===== config.mk =====
export PLATFORM = sky130hd
export DESIGN_NAME = rtc_serial_port
export DESIGN_NICKNAME = d
export VERILOG_FILES = /design/src/rtl/ssp_pkg.sv /design/src/rtl/ssp_sync.sv /design/src/rtl/ssp_edge.sv /design/src/rtl/ssp_cmd_ctrl.sv /design/src/rtl/ssp_shifter.sv /design/src/rtl/rtc_serial_port.sv
export SDC_FILE = /design/constraint.sdc
export NUM_CORES = 1
export LEC_CHECK = 0
export BUFFER_PORTS_ARGS = -buffer_cell sky130_fd_sc_hd__buf_2
export CAP_MARGIN = 10
export CORE_MARGIN = 2
export CORE_UTILIZATION = 25
export CTS_BUF_LIST = sky130_fd_sc_hd__clkbuf_16
export CTS_CLUSTER_SIZE = 16
export DETAILED_ROUTE_END_ITERATION = 10
export PLACE_DENSITY = 0.5
export SYNTH_ARGS = -nofsm -noshare
export SYNTH_HDL_FRONTEND = slang
export SYNTH_SLANG_ARGS = --single-unit

===== constraint.sdc =====
create_clock -name clk_i -period 1.8 [get_ports clk_i]
set_input_delay 0.36 -clock clk_i [delete_from_list [all_inputs] [get_ports clk_i]]
set_output_delay 0.36 -clock clk_i [all_outputs]
set_load 0.05 [all_outputs]

===== src/rtl/ssp_pkg.sv =====
package ssp_pkg;
  localparam int PIN_W  = 3;
  localparam int CODE_W = 4;
  localparam logic [PIN_W-1:0] PIN_SERIAL = 3'b111;

  typedef enum logic [CODE_W-1:0] {
    CODE_HOLD  = 4'd0,
    CODE_SHIFT = 4'd1,
    CODE_SET   = 4'd2,
    CODE_READ  = 4'd3
  } ssp_code_e;
endpackage


===== src/rtl/ssp_sync.sv =====
module ssp_sync #(
  parameter int W      = 1,
  parameter int STAGES = 2
) (
  input  logic         clk_i,
  input  logic         rst_ni,
  input  logic [W-1:0] d_i,
  output logic [W-1:0] q_o
);
  logic [W-1:0] st_q [STAGES];

  always_ff @(posedge clk_i or negedge rst_ni) begin
    if (!rst_ni) begin
      for (int i = 0; i < STAGES; i++) st_q[i] <= '0;
    end else begin
      st_q[0] <= d_i;
      for (int i = 1; i < STAGES; i++) st_q[i] <= st_q[i-1];
    end
  end

  assign q_o = st_q[STAGES-1];
endmodule


===== src/rtl/ssp_edge.sv =====
module ssp_edge #(
  parameter int W      = 1,
  parameter int STAGES = 2
) (
  input  logic         clk_i,
  input  logic         rst_ni,
  input  logic [W-1:0] d_i,
  output logic [W-1:0] rise_o
);
  logic [W-1:0] s, prev_q;

  ssp_sync #(.W(W), .STAGES(STAGES)) u_sync (
    .clk_i(clk_i), .rst_ni(rst_ni), .d_i(d_i), .q_o(s)
  );

  always_ff @(posedge clk_i or negedge rst_ni) begin
    if (!rst_ni) prev_q <= '0;
    else         prev_q <= s;
  end

  assign rise_o = s & ~prev_q;
endmodule


===== src/rtl/ssp_cmd_ctrl.sv =====
module ssp_cmd_ctrl
  import ssp_pkg::*;
#(
  parameter int READ_LAT = 4
) (
  input  logic              clk_i,
  input  logic              rst_ni,
  input  logic              take_i,
  input  logic              cs_i,
  input  logic [PIN_W-1:0]  pins_i,
  input  logic [CODE_W-1:0] ser_code_i,
  output logic [CODE_W-1:0] code_o,
  output logic              hold_o,
  output logic              shift_ok_o,
  output logic              preset_o,
  output logic              load_o
);
  localparam int CW = $clog2(READ_LAT + 2);

  logic [CODE_W-1:0] eff, code_q;
  logic [CW-1:0]     wait_q;
  logic              preset_q;

  assign eff = (pins_i == PIN_SERIAL) ? ser_code_i : {1'b0, pins_i};

  always_ff @(posedge clk_i or negedge rst_ni) begin
    if (!rst_ni) begin
      code_q   <= CODE_HOLD;
      wait_q   <= '0;
      preset_q <= 1'b0;
    end else begin
      preset_q <= take_i && (eff == CODE_SET);
      if (take_i) begin
        code_q <= eff;
        wait_q <= (eff == CODE_READ) ? CW'(READ_LAT) : '0;
      end else if (wait_q != '0) begin
        wait_q <= wait_q - 1'b1;
      end
    end
  end

  assign code_o     = code_q;
  assign hold_o     = (code_q == CODE_HOLD);
  assign preset_o   = preset_q;
  assign load_o     = (wait_q == CW'(1));
  // read mode shifts only after its load has landed
  assign shift_ok_o = cs_i && ((code_q == CODE_SHIFT) ||
                               ((code_q == CODE_READ) && (wait_q == '0)));

  // independent age counter for the read latency check
  logic [CW-1:0] age_q;
  always_ff @(posedge clk_i or negedge rst_ni) begin
    if (!rst_ni)                                  age_q <= '0;
    else if (take_i)                              age_q <= CW'(1);
    else if (age_q != '0 && age_q <= CW'(READ_LAT)) age_q <= age_q + 1'b1;
  end

  p_strobe_only_r2: assert property (@(posedge clk_i) disable iff (!rst_ni)
    !take_i |=> $stable(code_q));
  p_set_pulse_r7: assert property (@(posedge clk_i) disable iff (!rst_ni)
    preset_q |=> !preset_q);
  p_read_lat_r8: assert property (@(posedge clk_i) disable iff (!rst_ni)
    load_o |-> (age_q == CW'(READ_LAT)) && (code_q == CODE_READ));
endmodule


===== src/rtl/ssp_shifter.sv =====
module ssp_shifter #(
  parameter int FW = 48
) (
  input  logic          clk_i,
  input  logic          rst_ni,
  input  logic          shift_i,
  input  logic          sdi_i,
  input  logic          load_i,
  input  logic [FW-1:0] par_i,
  output logic [FW-1:0] q_o
);
  logic [FW-1:0] q;

  always_ff @(posedge clk_i or negedge rst_ni) begin
    if (!rst_ni)      q <= '0;
    else if (load_i)  q <= par_i;
    else if (shift_i) q <= {sdi_i, q[FW-1:1]};
  end

  assign q_o = q;

  p_shift_r4: assert property (@(posedge clk_i) disable iff (!rst_ni)
    shift_i && !load_i |=> (q[FW-2:0] == $past(q[FW-1:1])) && (q[FW-1] == $past(sdi_i)));
  p_idle_r5: assert property (@(posedge clk_i) disable iff (!rst_ni)
    !shift_i && !load_i |=> $stable(q));
  p_load_r8: assert property (@(posedge clk_i) disable iff (!rst_ni)
    load_i |=> q == $past(par_i));
endmodule


===== src/rtl/rtc_serial_port.sv =====
module rtc_serial_port
  import ssp_pkg::*;
#(
  parameter int FRAME_W     = 48,
  parameter int READ_LAT    = 4,
  parameter int SYNC_STAGES = 2
) (
  input  logic                clk_i,
  input  logic                rst_ni,
  input  logic                cs_i,
  input  logic                stb_i,
  input  logic [2:0]          cmd_i,
  input  logic                sclk_i,
  input  logic                sdi_i,
  input  logic [FRAME_W-1:0]  cnt_i,
  output logic                sdo_pull_o,
  output logic [3:0]          cmd_o,
  output logic                hold_o,
  output logic [FRAME_W-1:0]  preset_o,
  output logic                preset_valid_o
);
  localparam int LVL_W = PIN_W + 2;

  logic [LVL_W-1:0] lvl_s;
  logic             cs_s, sdi_s;
  logic [PIN_W-1:0] pins_s;
  logic [1:0]       rise;
  logic             stb_rise, sclk_rise;
  logic             shift_ok, load, take;
  logic [FRAME_W-1:0] sr;

  ssp_sync #(.W(LVL_W), .STAGES(SYNC_STAGES)) u_lvl (
    .clk_i(clk_i), .rst_ni(rst_ni),
    .d_i({cmd_i, sdi_i, cs_i}), .q_o(lvl_s)
  );
  assign {pins_s, sdi_s, cs_s} = lvl_s;

  ssp_edge #(.W(2), .STAGES(SYNC_STAGES)) u_edge (
    .clk_i(clk_i), .rst_ni(rst_ni),
    .d_i({stb_i, sclk_i}), .rise_o(rise)
  );
  assign {stb_rise, sclk_rise} = rise;
  assign take = stb_rise && cs_s;

  ssp_cmd_ctrl #(.READ_LAT(READ_LAT)) u_ctrl (
    .clk_i(clk_i), .rst_ni(rst_ni),
    .take_i(take), .cs_i(cs_s), .pins_i(pins_s),
    .ser_code_i(sr[FRAME_W-1 -: CODE_W]),
    .code_o(cmd_o), .hold_o(hold_o), .shift_ok_o(shift_ok),
    .preset_o(preset_valid_o), .load_o(load)
  );

  ssp_shifter #(.FW(FRAME_W)) u_sr (
    .clk_i(clk_i), .rst_ni(rst_ni),
    .shift_i(sclk_rise && shift_ok), .sdi_i(sdi_s),
    .load_i(load), .par_i(cnt_i), .q_o(sr)
  );

  assign preset_o   = sr;
  assign sdo_pull_o = shift_ok && !sr[0];

  p_cs_gate_r6: assert property (@(posedge clk_i) disable iff (!rst_ni)
    sdo_pull_o |-> cs_s);
  p_no_shift_cs_low_r5: assert property (@(posedge clk_i) disable iff (!rst_ni)
    !cs_s && !load |=> $stable(sr));
endmodule


======== After elaboration in Yosys (flattened, before gate mapping) ========
Index checks and enable logic that the tools add are counted.
cells by class
  $add $sub $neg .......................... 1
  bitwise operators ....................... 2
  equal/unequal tests ..................... 6
  multiplexer cells ....................... 6
  reduce and logical (&&, ||, !) cells .... 13
operators with widths
  kind                   count
  $mux W48               2
  $eq A4 B2 Y1 const B   3
  $mux W3                3
  $logic_and A1 B1 Y1    6
  $eq A4 B1 Y1 const B   1
  $logic_not A4 Y1       1
  $mux W4                1
  $reduce_bool A2 Y1     2
  $eq A3 B1 Y1 const B   1
  $eq A3 B3 Y1 const B   1
  $logic_not A3 Y1       1
  $reduce_bool A3 Y1     1
  $sub A3 B1 Y3 const B  1
  $and A2 B2 Y2          1
  $not A2 Y2             1
  $logic_not A1 Y1       1
  $logic_or A1 B1 Y1     1
word-level totals
  logic and storage cells ................. 37
  bits of input ports ..................... 57
  register bits ........................... 72

======== Longest topological paths before layout ========
Gate-level depths: netlist (run 1).
  depth in word-level cells ............... 7
  gate-level depth with buffers ........... 7
  mapped depth without buffers ............ 5

======== Hierarchy ========
A second synthesis (run 1) with hierarchy kept.
unflattened totals
  cell total of the unflattened synthesis .. 283
  area, all modules ....................... 3201.8 µm²
by module, submodules not included
  module                    cells each  area each (µm²)  times used
  ssp_shifter               208         2239.6           1
  ssp_cmd_ctrl              47          455.4            1
  ssp_sync (u_lvl)          15          287.8            1
  ssp_sync (u_edge.u_sync)  6           115.1            1
  ssp_edge                  4           77.6             1
  rtc_serial_port           3           26.3             1

======== Worst setup path after synthesis (run 1) ========
Ideal clock, no wire load.
  path kind ............................... reg2out
  from .................................... reg u_ctrl.code_q[0] (netlist: u_ctrl.code_o[0])
  to ...................................... out hold_o
  required time ........................... 1440 ps
  data arrival time ....................... 2174 ps
  setup slack ............................. -734 ps
  cell stages (with the launch flop) ...... 2
  cell sequence ........................... dfrtp_1 -> nor4_1
between the ends
  longest elaborated chain between the ends .. 1
RTL lines
  what                    RTL line               text
  start, declared         ssp_cmd_ctrl.sv:20     logic [CODE_W-1:0] eff, code_q;
  start signal, assigned  ssp_cmd_ctrl.sv:28     code_q <= CODE_HOLD;
  start signal, assigned  ssp_cmd_ctrl.sv:34     code_q <= eff;
  $logic_not A4 Y1        ssp_cmd_ctrl.sv:43     assign hold_o = (code_q == CODE_HOLD);
  end, declared           rtc_serial_port.sv:18  output logic hold_o,
Every way passes these cells.

======== Worst setup path in the final report (run 1) ========
  from .................................... reg u_ctrl.wait_q[0]
  to ...................................... reg u_sr.q[42] (netlist: u_sr.q_o[42])
between the ends
  longest elaborated chain between the ends .. 6
  elaborated cells between the ends (all ways) .. 8
  classes of those cells .................. 1 x eq/ne; 1 x mux; 6 x reduce/logical
RTL lines
  what                          RTL line               text
  start, declared               ssp_cmd_ctrl.sv:21     logic [CW-1:0] wait_q;
  start signal, assigned        ssp_cmd_ctrl.sv:35     wait_q <= (eff == CODE_READ) ? CW'(READ_LAT) : '0;
  start signal, assigned        ssp_cmd_ctrl.sv:37     wait_q <= wait_q - 1'b1;
  $logic_not A3 Y1              ssp_cmd_ctrl.sv:48     ((code_q == CODE_READ) && (wait_q == '0)));
  $logic_and A1 B1 Y1           ssp_cmd_ctrl.sv:48
  $logic_or A1 B1 Y1            ssp_cmd_ctrl.sv:47     assign shift_ok_o = cs_i && ((code_q == CODE_SHIFT) ||
  $logic_and A1 B1 Y1           ssp_cmd_ctrl.sv:47
  $logic_and A1 B1 Y1           rtc_serial_port.sv:55  .shift_i(sclk_rise && shift_ok), .sdi_i(sdi_s),
  $reduce_bool A2 Y1 (no line)  -
  end signal, assigned          ssp_shifter.sv:16      else if (load_i) q <= par_i;
  end signal, assigned          ssp_shifter.sv:17      else if (shift_i) q <= {sdi_i, q[FW-1:1]};
  end, declared                 ssp_shifter.sv:12      logic [FW-1:0] q;
Parallel ways exist; a longest one is shown, timed or not.
A chain may end at the register's enable or synchronous reset.

==> impl_metrics.json, run 1 <==
{
  "htree_num_levels": 3,
  "gp_congestion": 0.7207,
  "skew_ps": 6.997,
  "path_class": "flip-flop to flip-flop",
  "fin_crit_ps": 1840,
  "routed_wl_mm": 8.338,
  "yosys_warnings": 0,
  "synth_xor_area_share_pct": 0.2620,
  "rsz0062_at_grt": "true",
  "power_switching_w": 0.004481,
  "tightest_slew_ps": 439.6,
  "gr-usage-all-layers_pct": 11.49,
  "cp_max_fo": 6,
  "power_frac_seq_pct": 27.2,
  "critPathBufInv": 4,
  "synth.distinct_cells": 27,
  "via_per_inst": 4.211,
  "synth_ff_type": "dfrtp_1",
  "io_pins": 112,
  "yosysTopAreaCell": "dfrtp_1",
  "yosys.area_share.simple_pct": 4.266,
  "synth_top_area_share_pct": 53.89,
  "worstPathRequired_ps": 2020,
  "postRouteAntennaNets": 0,
  "clkSlewWorstSetupHoldPaths_ps": 60,
  "grt_pass1_wl_mm": 12.40,
  "synth_mux_area_share_pct": 34.58,
  "syn_nets": 283,
  "yosysMostFrequentCell": "mux2_2",
  "p_comb_share_pct": 57.4,
  "slowest_stage": "dfrtp_1",
  "netlist_instances": 223,
  "clock-sinks": 72,
  "synth-compound-area-share_pct": 2.807,
  "relSlewSlack_pct": 70.60,
  "status": "finished, violations left",
  "p_clk_share_pct": 15.4,
  "netlist_area_um2": 3343,
  "clockBufferDepth": 2,
  "grt_max_degree": 33,
  "postSynthAreaPerCell_um2": 14.99,
  "max_freq_mhz": 543.5,
  "grt_pass1_vias": 2343,
  "rows": 42,
  "max_stage_delay_ps": 370,
  "hpwl_mm": 5.212,
  "synth-async-reset-ratio_pct": 100.0,
  "clock_latency_ps": 330,
  "drive_gt1_share_pct": 70.92,
  "p_sw_share_pct": 43.56,
  "grt_overflow": 0,
  "cp-start-kind": "flip-flop",
  "worstPathArrival_ps": 2060,
  "cts_buffers": 9,
  "path_cells": "inv_2 -> ha_4 -> nor2b_4 -> buf_12 -> o2111ai_4 -> buf_6 -> clkbuf_16 -> mux2_4",
  "root_buffer": "clkbuf_16",
  "synth_edf_count": 0,
  "failed_checks": "setup timing",
  "port_buffers": 111,
  "setup_ws_ps": -39.90,
  "max_cap_violations": 0,
  "final_core_util_pct": 37.56,
  "drtPass1Iterations": 4,
  "initial_core_util_pct": 25.45,
  "power_density_nw_per_um2": 2084,
  "ys_seq_area_share_pct": 53.89,
  "die_area_um2": 14310,
  "ys_top_cells_by_count": "mux2_2, dfrtp_1, mux2_4, o21ai_0, nand2_1",
  "slew_violations": 0,
  "nets": 423,
  "cellLeakagePower_nw": 2.447,
  "drc": 0,
  "final.period_utilization_pct": 102.2,
  "cp-end-kind": "flip-flop",
  "p_total_w": 0.01029,
  "stdcell_count": 544,
  "diodes": 0,
  "hold_viol": 0,
  "wl_per_cell_um": 15.33,
  "post-place-ws_ps": -25.45,
  "setup_violations": 33,
  "synth_top_family_by_area": "multiplexers",
  "placedCellCount": 509,
  "synth_area_leaders": "dfrtp_1, mux2_2, mux2_4",
  "via_count": 2291,
  "die_w_um": 119.6,
  "synth_fa_ha_area_share_pct": 1.123,
  "syn2layout_area_growth_pct": 47.60,
  "cpLargestDelayFamily": "buffers and inverters",
  "core_area_um2": 13140,
  "antenna_found_initial": 0,
  "die_y_um": 119.6,
  "worst_hold_path_type": "input pin to flip-flop",
  "drtIter0Drc": 118,
  "ir_drop_mv": 0.8073,
  "p_int_w": 0.005805,
  "cts_tree": "yes",
  "synth-seq-cells": 72
}
[power groups by stage]
stage / registers (W) / logic, W / clock network, W
after floorplan: 0.00471 / 0.00212 / 0
after global placement: 0.00280 / 0.00517 / 0
after detailed placement: 0.00283 / 0.00520 / 0
after CTS: 0.00281 / 0.00550 / 0.00165
after global routing: 0.00291 / 0.00623 / 0.00172
final: 0.00280 / 0.00590 / 0.00158
[flip-flops by register name (all words and copies together) (netlist names)]
| register | flops |
|---|---|
| u_ctrl.code_o | 4 |
| u_ctrl.preset_o | 1 |
| u_ctrl.wait_q | 3 |
| u_edge.prev_q | 2 |
| u_edge.u_sync.q_o | 2 |
| u_edge.u_sync.st_q | 2 |
| u_lvl.q_o | 5 |
| u_lvl.st_q | 5 |
| u_sr.q_o | 48 |
[what timing repair did]
item                                    4_1_cts  5_1_grt
hold endpoints to repair                     23        0
hold buffers                                  1        0
pin swaps                                     1        2
cloned                                        3        6
setup buffers                                 9        1
gates resized for setup                      25       24
endpoints found under the setup margin       29       50
[worst paths after layout]
kind                                  start       endpoint  slack (ps)  depth (start not counted)
setup / recovery           u_ctrl.wait_q[0]   u_sr.q_o[42]         -40                          8
hold / removal                         cs_i  u_lvl.st_q[5]         130                          1
setup reg to reg           u_ctrl.wait_q[0]   u_sr.q_o[42]         -40                          8
hold reg to reg               u_lvl.st_q[7]   u_lvl.q_o[2]         350                          0
max in group asynchronous            rst_ni   u_sr.q_o[18]         750                          3
min in group asynchronous            rst_ni   u_lvl.q_o[1]         480                          2
[metrics by stage]
| step | TNS (ps) | hold slack, ps | cell area, um2 |
|---|---|---|---|
| 2_1_floorplan | -477.9 | 64.41 | 3366 |
| 4_1_cts | -2170 | 107.7 | 4726 |
| 3_3_place_gp | 0 | 293.1 | 4202 |
| 6_report | -566.3 | 126.6 | 4935 |
| 5_1_grt | -3369 | 108.2 | 4935 |
| 3_5_place_dp | -442.1 | 298.0 | 4202 |
[final cells by class]
cell class	instances	area, um2
Timing Repair Buffer	140	1026
Inverter	3	11.26
Multi-Input combinational cell	137	1612
Tap cell	176	220.2
Fill cell	1312	8203
Clock inverter	7	38.79
Clock buffer	9	225.2
Sequential cell	72	1802
[layout by cell type, fill, tap and decap left out, types with 4 or more instances in the layout]
cell type / instances
buf_12: 5
buf_16: 4
buf_2: 108
buf_4: 10
buf_6: 6
clkbuf_16: 13
dfrtp_1: 72
mux2_2: 48
mux2_4: 48
nand2_1: 7
o21ai_0: 7
[kinds of logic after synthesis]
kind of cell | count (synthesis)
flops | 72
xor+xnor | 1
simple gates | 23
fa+ha+maj | 3
mux | 96
compound gates | 14
buf+inv | 14
[metal layers]
| metal | wire, um | track usage (%) | share of wire [%] | vias up |
|---|---|---|---|---|
| met3 | 455 | 3.279 | 5.5 | 19 |
| met1 | 3675 | 14.26 | 44 | 1111 |
| met5 | 0 | 0 | 0 | - |
| met4 | 231 | 6.324 | 2.8 | 0 |
| li1 | - | - | - | 1085 |
| met2 | 3975 | 18.00 | 48 | 76 |
Power figures use the tool's default switching activity.
==> run 2, diff against run 1 <==
- CORE_MARGIN: 2 -> not set
==> run 2 against run 1 <==
The flow still finishes with violations (setup timing). Sequential share of layout area is 0.91 points higher. Clock skew is 5.0 ps higher. First-iteration DRC count is 39% lower. Maximum frequency is 0.49% higher. Sequential cell count stayed put. Clock-buffer cell count stayed put. Die area is 3.3% lower. Routed wire length is 5.0% lower. Combinational power is 3.6% lower. Critical path depth stayed put. Global-route usage is 0.24 points higher. Critical endpoint is now u_sr.q_o[44]. Largest cell class unchanged. Highest routed layer unchanged.
==> impl_metrics.json, run 2 (synthesis results as in run 1) <==
{
  "status": "finished, violations left",
  "failed_checks": "setup timing",
  "power_density_nw_per_um2": 2147,
  "setup_violations": 15,
  "gp_congestion": 0.7438,
  "relSlewSlack_pct": 71.89,
  "grt_pass1_vias": 2335,
  "path_class": "flip-flop to flip-flop",
  "ir_drop_mv": 1.038,
  "cellLeakagePower_nw": 2.363,
  "r2r-start": "u_ctrl.wait_q[1]",
  "stdcell_count": 538,
  "skew_ps": 11.99,
  "path_cells": "inv_2 -> ha_4 -> nor2b_4 -> buf_6 -> o2111ai_4 -> buf_4 -> clkbuf_16 -> mux2_2",
  "antenna_found_initial": 0,
  "drc": 0,
  "stdcell_area_um2": 4815,
  "setup_ws_ps": -30.84,
  "fin_crit_ps": 1831,
  "p_int_w": 0.005912,
  "worst_hold_path_type": "input pin to flip-flop",
  "die_w_um": 117.6,
  "core_area_um2": 12820,
  "clockBufferDepth": 2,
  "final_cell_mix": "buf_2, dfrtp_1, mux2_2, mux2_4, buf_4",
  "worstPathArrival_ps": 2060,
  "worstPathRequired_ps": 2030,
  "clkSlewWorstSetupHoldPaths_ps": 60,
  "layout_commonest_cell": "buf_2",
  "cp-end-kind": "flip-flop",
  "via_per_inst": 4.204,
  "port_buffers": 111,
  "postRouteAntennaNets": 0,
  "cp-start-kind": "flip-flop",
  "cpLargestDelayFamily": "buffers and inverters",
  "slew_violations": 0,
  "critical_path.startpoint": "u_ctrl.wait_q[1]",
  "via_count": 2262,
  "hpwl_mm": 5.243,
  "rows": 41,
  "placedCellCount": 510,
  "htree_num_levels": 3,
  "routed_wl_mm": 7.921,
  "slowest_stage": "dfrtp_1",
  "tightest_slew_ps": 421.7,
  "max_cap_violations": 0,
  "p_clk_share_pct": 17.9,
  "initial_core_util_pct": 26.07,
  "p_comb_share_pct": 55.1,
  "max_freq_mhz": 546.2,
  "drive_gt1_share_pct": 70.77,
  "hold_viol": 0,
  "largest_reg_flops": 48,
  "diodes": 0,
  "wl_per_cell_um": 14.72,
  "dpl-instance-area_um2": 4247,
  "grt_max_degree": 33,
  "io_pins": 112,
  "grt_pass1_wl_mm": 12.34,
  "p_total_w": 0.01034,
  "post-place-ws_ps": -19.04,
  "max_stage_delay_ps": 360,
  "nets": 422,
  "final.period_utilization_pct": 101.7,
  "die_y_um": 117.6,
  "cts_buffers": 9,
  "min_from": "cmd_i[1]",
  "drtPass1Iterations": 4,
  "grt_overflow": 0,
  "clock_latency_ps": 340,
  "drtIter0Drc": 72,
  "critPathBufInv": 4,
  "gr-usage-all-layers_pct": 11.73,
  "power_frac_seq_pct": 27.1,
  "p_sw_share_pct": 42.81,
  "root_buffer": "clkbuf_16",
  "syn2layout_area_growth_pct": 44.01,
  "cts_tree": "yes",
  "rsz0062_at_grt": "true",
  "power_switching_w": 0.004426,
  "clock-sinks": 72,
  "cp_max_fo": 9,
  "die_area_um2": 13840
}
[run 2: cell types whose count changed in the layout (fill, tap and decap cells not counted), moves of 2 or more]
cell and delta:
clkinvlp_4 -3, mux2_2 +13, mux2_4 -13, buf_16 -4, buf_4 +6, bufinv_16 +2
[run 2: worst paths after layout]
path | end | slack, ps | cells past startpoint
hold / removal | u_lvl.st_q[8] | 120 | 1
hold reg to reg | u_lvl.q_o[0] | 340 | 0
setup reg to reg | u_sr.q_o[44] | -30 | 8
max in group asynchronous | u_sr.q_o[17] | 740 | 3
min in group asynchronous | u_lvl.q_o[1] | 500 | 2
setup / recovery | u_sr.q_o[44] | -30 | 8
[run 2: what timing repair did]
item | in CTS | in global routing
endpoints found under the setup margin | 37 | 50
gates resized for setup | 17 | 13
pin swaps | 3 | 2
hold buffers | 1 | 0
gates cloned | 0 | 4
endpoints found under the hold margin | 30 | 0
setup buffers | 5 | 4
[run 2: power groups by stage]
stage	Combinational, W	Sequential, W	Clock (W)
2_1_floorplan	0.00212	0.00471	0
3_3_place_gp	0.00522	0.00280	0
3_5_place_dp	0.00524	0.00282	0
4_1_cts	0.00545	0.00280	0.00191
5_1_grt	0.00599	0.00291	0.00198
6_report	0.00569	0.00280	0.00185
[run 2: worst register-to-register path, stage by stage (launching register included)]
cell and delay, ps:
dfrtp_1 360, inv_2 60, ha_4 160, nor2b_4 130, buf_6 120, o2111ai_4 210, buf_4 180, clkbuf_16 170
mux2_2 330
[run 2: layout make-up]
cell class                 instances  area (um2)
clock buffer                       9       225.2
clock inverter                     6       76.32
fill                            1256        8010
inverter                           3       11.26
multi-input combinational        137        1563
sequential                        72        1802
tap                              172       215.2
timing repair buffer             139       922.1
[run 2: layer usage]
layer	up-vias	track usage [%]	wire (um)
met1	1099	14.64	3685
met4	0	7.692	193
met3	13	3.731	444
met5	-	0	0
met2	74	17.32	3597
li1	1076	-	-
[run 2: stage by stage]
| step | setup TNS (ps) | hold WS, ps | util (%) |
|---|---|---|---|
| global placement | 0 | 329.1 | 33.11 |
| finish | -151.4 | 122.6 | 37.54 |
| global route | -2778 | 108.4 | 37.54 |
| detailed placement | -167.6 | 334.7 | 33.11 |
| floorplan | -477.9 | 64.41 | - |
| CTS | -249.6 | 103.9 | 36.20 |
==> run 3, diff against run 2 <==
- ABC_AREA: not set -> 1
- CORE_MARGIN: not set -> 3
- CORE_UTILIZATION: 25 -> 45
- PLACE_DENSITY: 0.5 -> 0.79
==> run 3 against run 2 <==
The run now ends clean. Cell count rose by 16%. Clock-buffer cell count did not move. Clock power fell by 8%. Global-route usage rose by 7.0 points. Sequential cell count did not move. Clock skew fell by 4.1 ps. Final area fell by 9.1%. Critical endpoint is now sdo_pull_o. Largest cell class unchanged. Highest routed layer unchanged.
==> impl_metrics.json, run 3 <==
{
  "die_area_um2": 8392,
  "syn2layout_area_growth_pct": 32.66,
  "port_buffers": 111,
  "cts_tree": "yes",
  "ys_seq_area_share_pct": 54.63,
  "netlist_instances": 402,
  "ir_drop_mv": 1.131,
  "antenna_found_initial": 0,
  "synth_top_area_share_pct": 54.63,
  "netlist_area_um2": 3298,
  "p_total_w": 0.009682,
  "via_count": 2968,
  "postSynthAreaPerCell_um2": 8.204,
  "worstPathRequired_ps": 1440,
  "drive_gt1_share_pct": 29.28,
  "io_pins": 112,
  "clock-sinks": 72,
  "syn_nets": 462,
  "path_class": "flip-flop to output port",
  "max_freq_mhz": 565.2,
  "drc": 0,
  "gr-usage-all-layers_pct": 18.73,
  "dpl-instance-area_um2": 3968,
  "synth_area_leaders": "dfrtp_1, nand2_1, nand3_1",
  "layout_commonest_cell": "nand2_1",
  "grt_pass1_vias": 2807,
  "grt_overflow": 0,
  "relSlewSlack_pct": 75.60,
  "cp-start-kind": "flip-flop",
  "fin_crit_ps": 1769,
  "drtPass1Iterations": 4,
  "cellLeakagePower_nw": 2.332,
  "ys_top_cells_by_count": "nand2_1, dfrtp_1, nand3_1, inv_1, nor2_1",
  "cpLargestDelayFamily": "flip-flops",
  "fill_cells": 615,
  "drtIter0Drc": 192,
  "root_buffer": "clkbuf_16",
  "skew_ps": 7.921,
  "core_area_um2": 6944,
  "critPathBufInv": 2,
  "max_stage_delay_ps": 400,
  "clockBufferDepth": 2,
  "yosysTopAreaCell": "dfrtp_1",
  "power_density_nw_per_um2": 2213,
  "clkSlewWorstSetupHoldPaths_ps": 50,
  "yosysMostFrequentCell": "nand2_1",
  "routed_wl_mm": 7.914,
  "cp_max_fo": 3,
  "final_cell_mix": "nand2_1, buf_2, dfrtp_1, nand3_1, inv_1",
  "synth-seq-cells": 72,
  "slew_violations": 0,
  "hold_viol": 0,
  "synth.distinct_cells": 24,
  "grt_pass1_wl_mm": 12.73,
  "yosys_warnings": 0,
  "status": "complete, no violations",
  "wl_per_cell_um": 12.72,
  "nets": 581,
  "crit_top_cell": "nand2_4",
  "clock_latency_ps": 320,
  "placedCellCount": 595,
  "stdcell_count": 622,
  "synth_ff_type": "dfrtp_1",
  "diodes": 0,
  "gp_congestion": 0.7904,
  "cts_buffers": 9,
  "via_per_inst": 4.772,
  "cp-end-kind": "output port",
  "stdcell_area_um2": 4375,
  "hpwl_mm": 5.330,
  "final.period_utilization_pct": 98.30,
  "whs_ps": 149.1,
  "die_w_um": 91.61,
  "largest_reg_flops": 48,
  "htree_num_levels": 3,
  "slowest_stage": "dfrtp_1",
  "tightest_slew_ps": 365.7,
  "synth_edf_count": 0,
  "setup_violations": 0,
  "max_cap_violations": 0,
  "worst_hold_path_type": "input pin to flip-flop",
  "fin_setup_tns_ps": 0,
  "grt_max_degree": 49,
  "postRouteAntennaNets": 0,
  "initial_core_util_pct": 47.50,
  "worstPathArrival_ps": 1410,
  "die_y_um": 91.61,
  "rows": 30,
  "path_cells": "inv_2 -> ha_4 -> nand2_4 -> nand2_4 -> nand2_2 -> nor2_4 -> buf_8",
  "synth-async-reset-ratio_pct": 100.0
}
run 3: path summary, 6_finish.rpt:
kind | end | depth (start not counted) | slack [ps] | startpoint
worst max-delay path | sdo_pull_o | 7 | 30 | u_ctrl.wait_q[1]
worst min-delay path | u_lvl.st_q[9] | 1 | 150 | cmd_i[2]
worst max register to register | u_sr.q_o[44] | 10 | 120 | u_ctrl.wait_q[0]
worst min register to register | u_edge.u_sync.q_o[1] | 0 | 350 | u_edge.u_sync.st_q[3]
max in group asynchronous | u_lvl.q_o[4] | 3 | 750 | rst_ni
min in group asynchronous | u_sr.q_o[16] | 2 | 480 | rst_ni
run 3: logic make-up after synthesis:
kind of cell	count (synthesis)	share of synthesized area (%)
simple gates	234	29.78
flops	72	54.63
buf+inv	62	8.308
compound gates	30	5.880
fa+ha+maj	3	1.138
xor+xnor	1	0.2656
run 3: where the power goes:
part | switching [W] | internal [W] | leakage (nW)
Sequential | 0.000398 | 0.00226 | 0.859
Combinational | 0.00383 | 0.00150 | 1.33
Clock | 0.000637 | 0.00106 | 0.142
Total | 0.00486 | 0.00482 | 2.33
run 3: layer usage:
layer	global-route usage, %	wire (um)	part of all wire, %
met2	31.95	3907	49
met3	4.430	480	6.1
met5	0	0	0
met1	22.62	3361	42
met4	7.915	164	2.1
run 3: repair_timing:
action / 4_1_cts / 5_1_grt
pin swaps: 1 / 3
cloned: 0 / 0
hold endpoints to repair: 24 / 0
gates resized for setup: 6 / 4
endpoints found under the setup margin: 1 / 1
setup buffers: 2 / 8
hold buffers: 1 / 0
run 3: final cells by class:
cell class,instances,area (um2),share of cell area (%)
inverter,42,157.7,3.603
tap,96,120.1,2.745
clock buffer,9,225.2,5.147
sequential,72,1802,41.18
clock inverter,7,62.56,1.430
timing repair buffer,128,748.2,17.10
multi-input combinational,268,1260,28.80
run 3: through the flow:
step	util, %	worst slack, ps
after floorplan	-	65.43
after global placement	57.14	209.2
after detailed placement	57.14	160.8
after CTS	61.98	0.8726
after global routing	63.01	-35.35
final	63.01	30.64
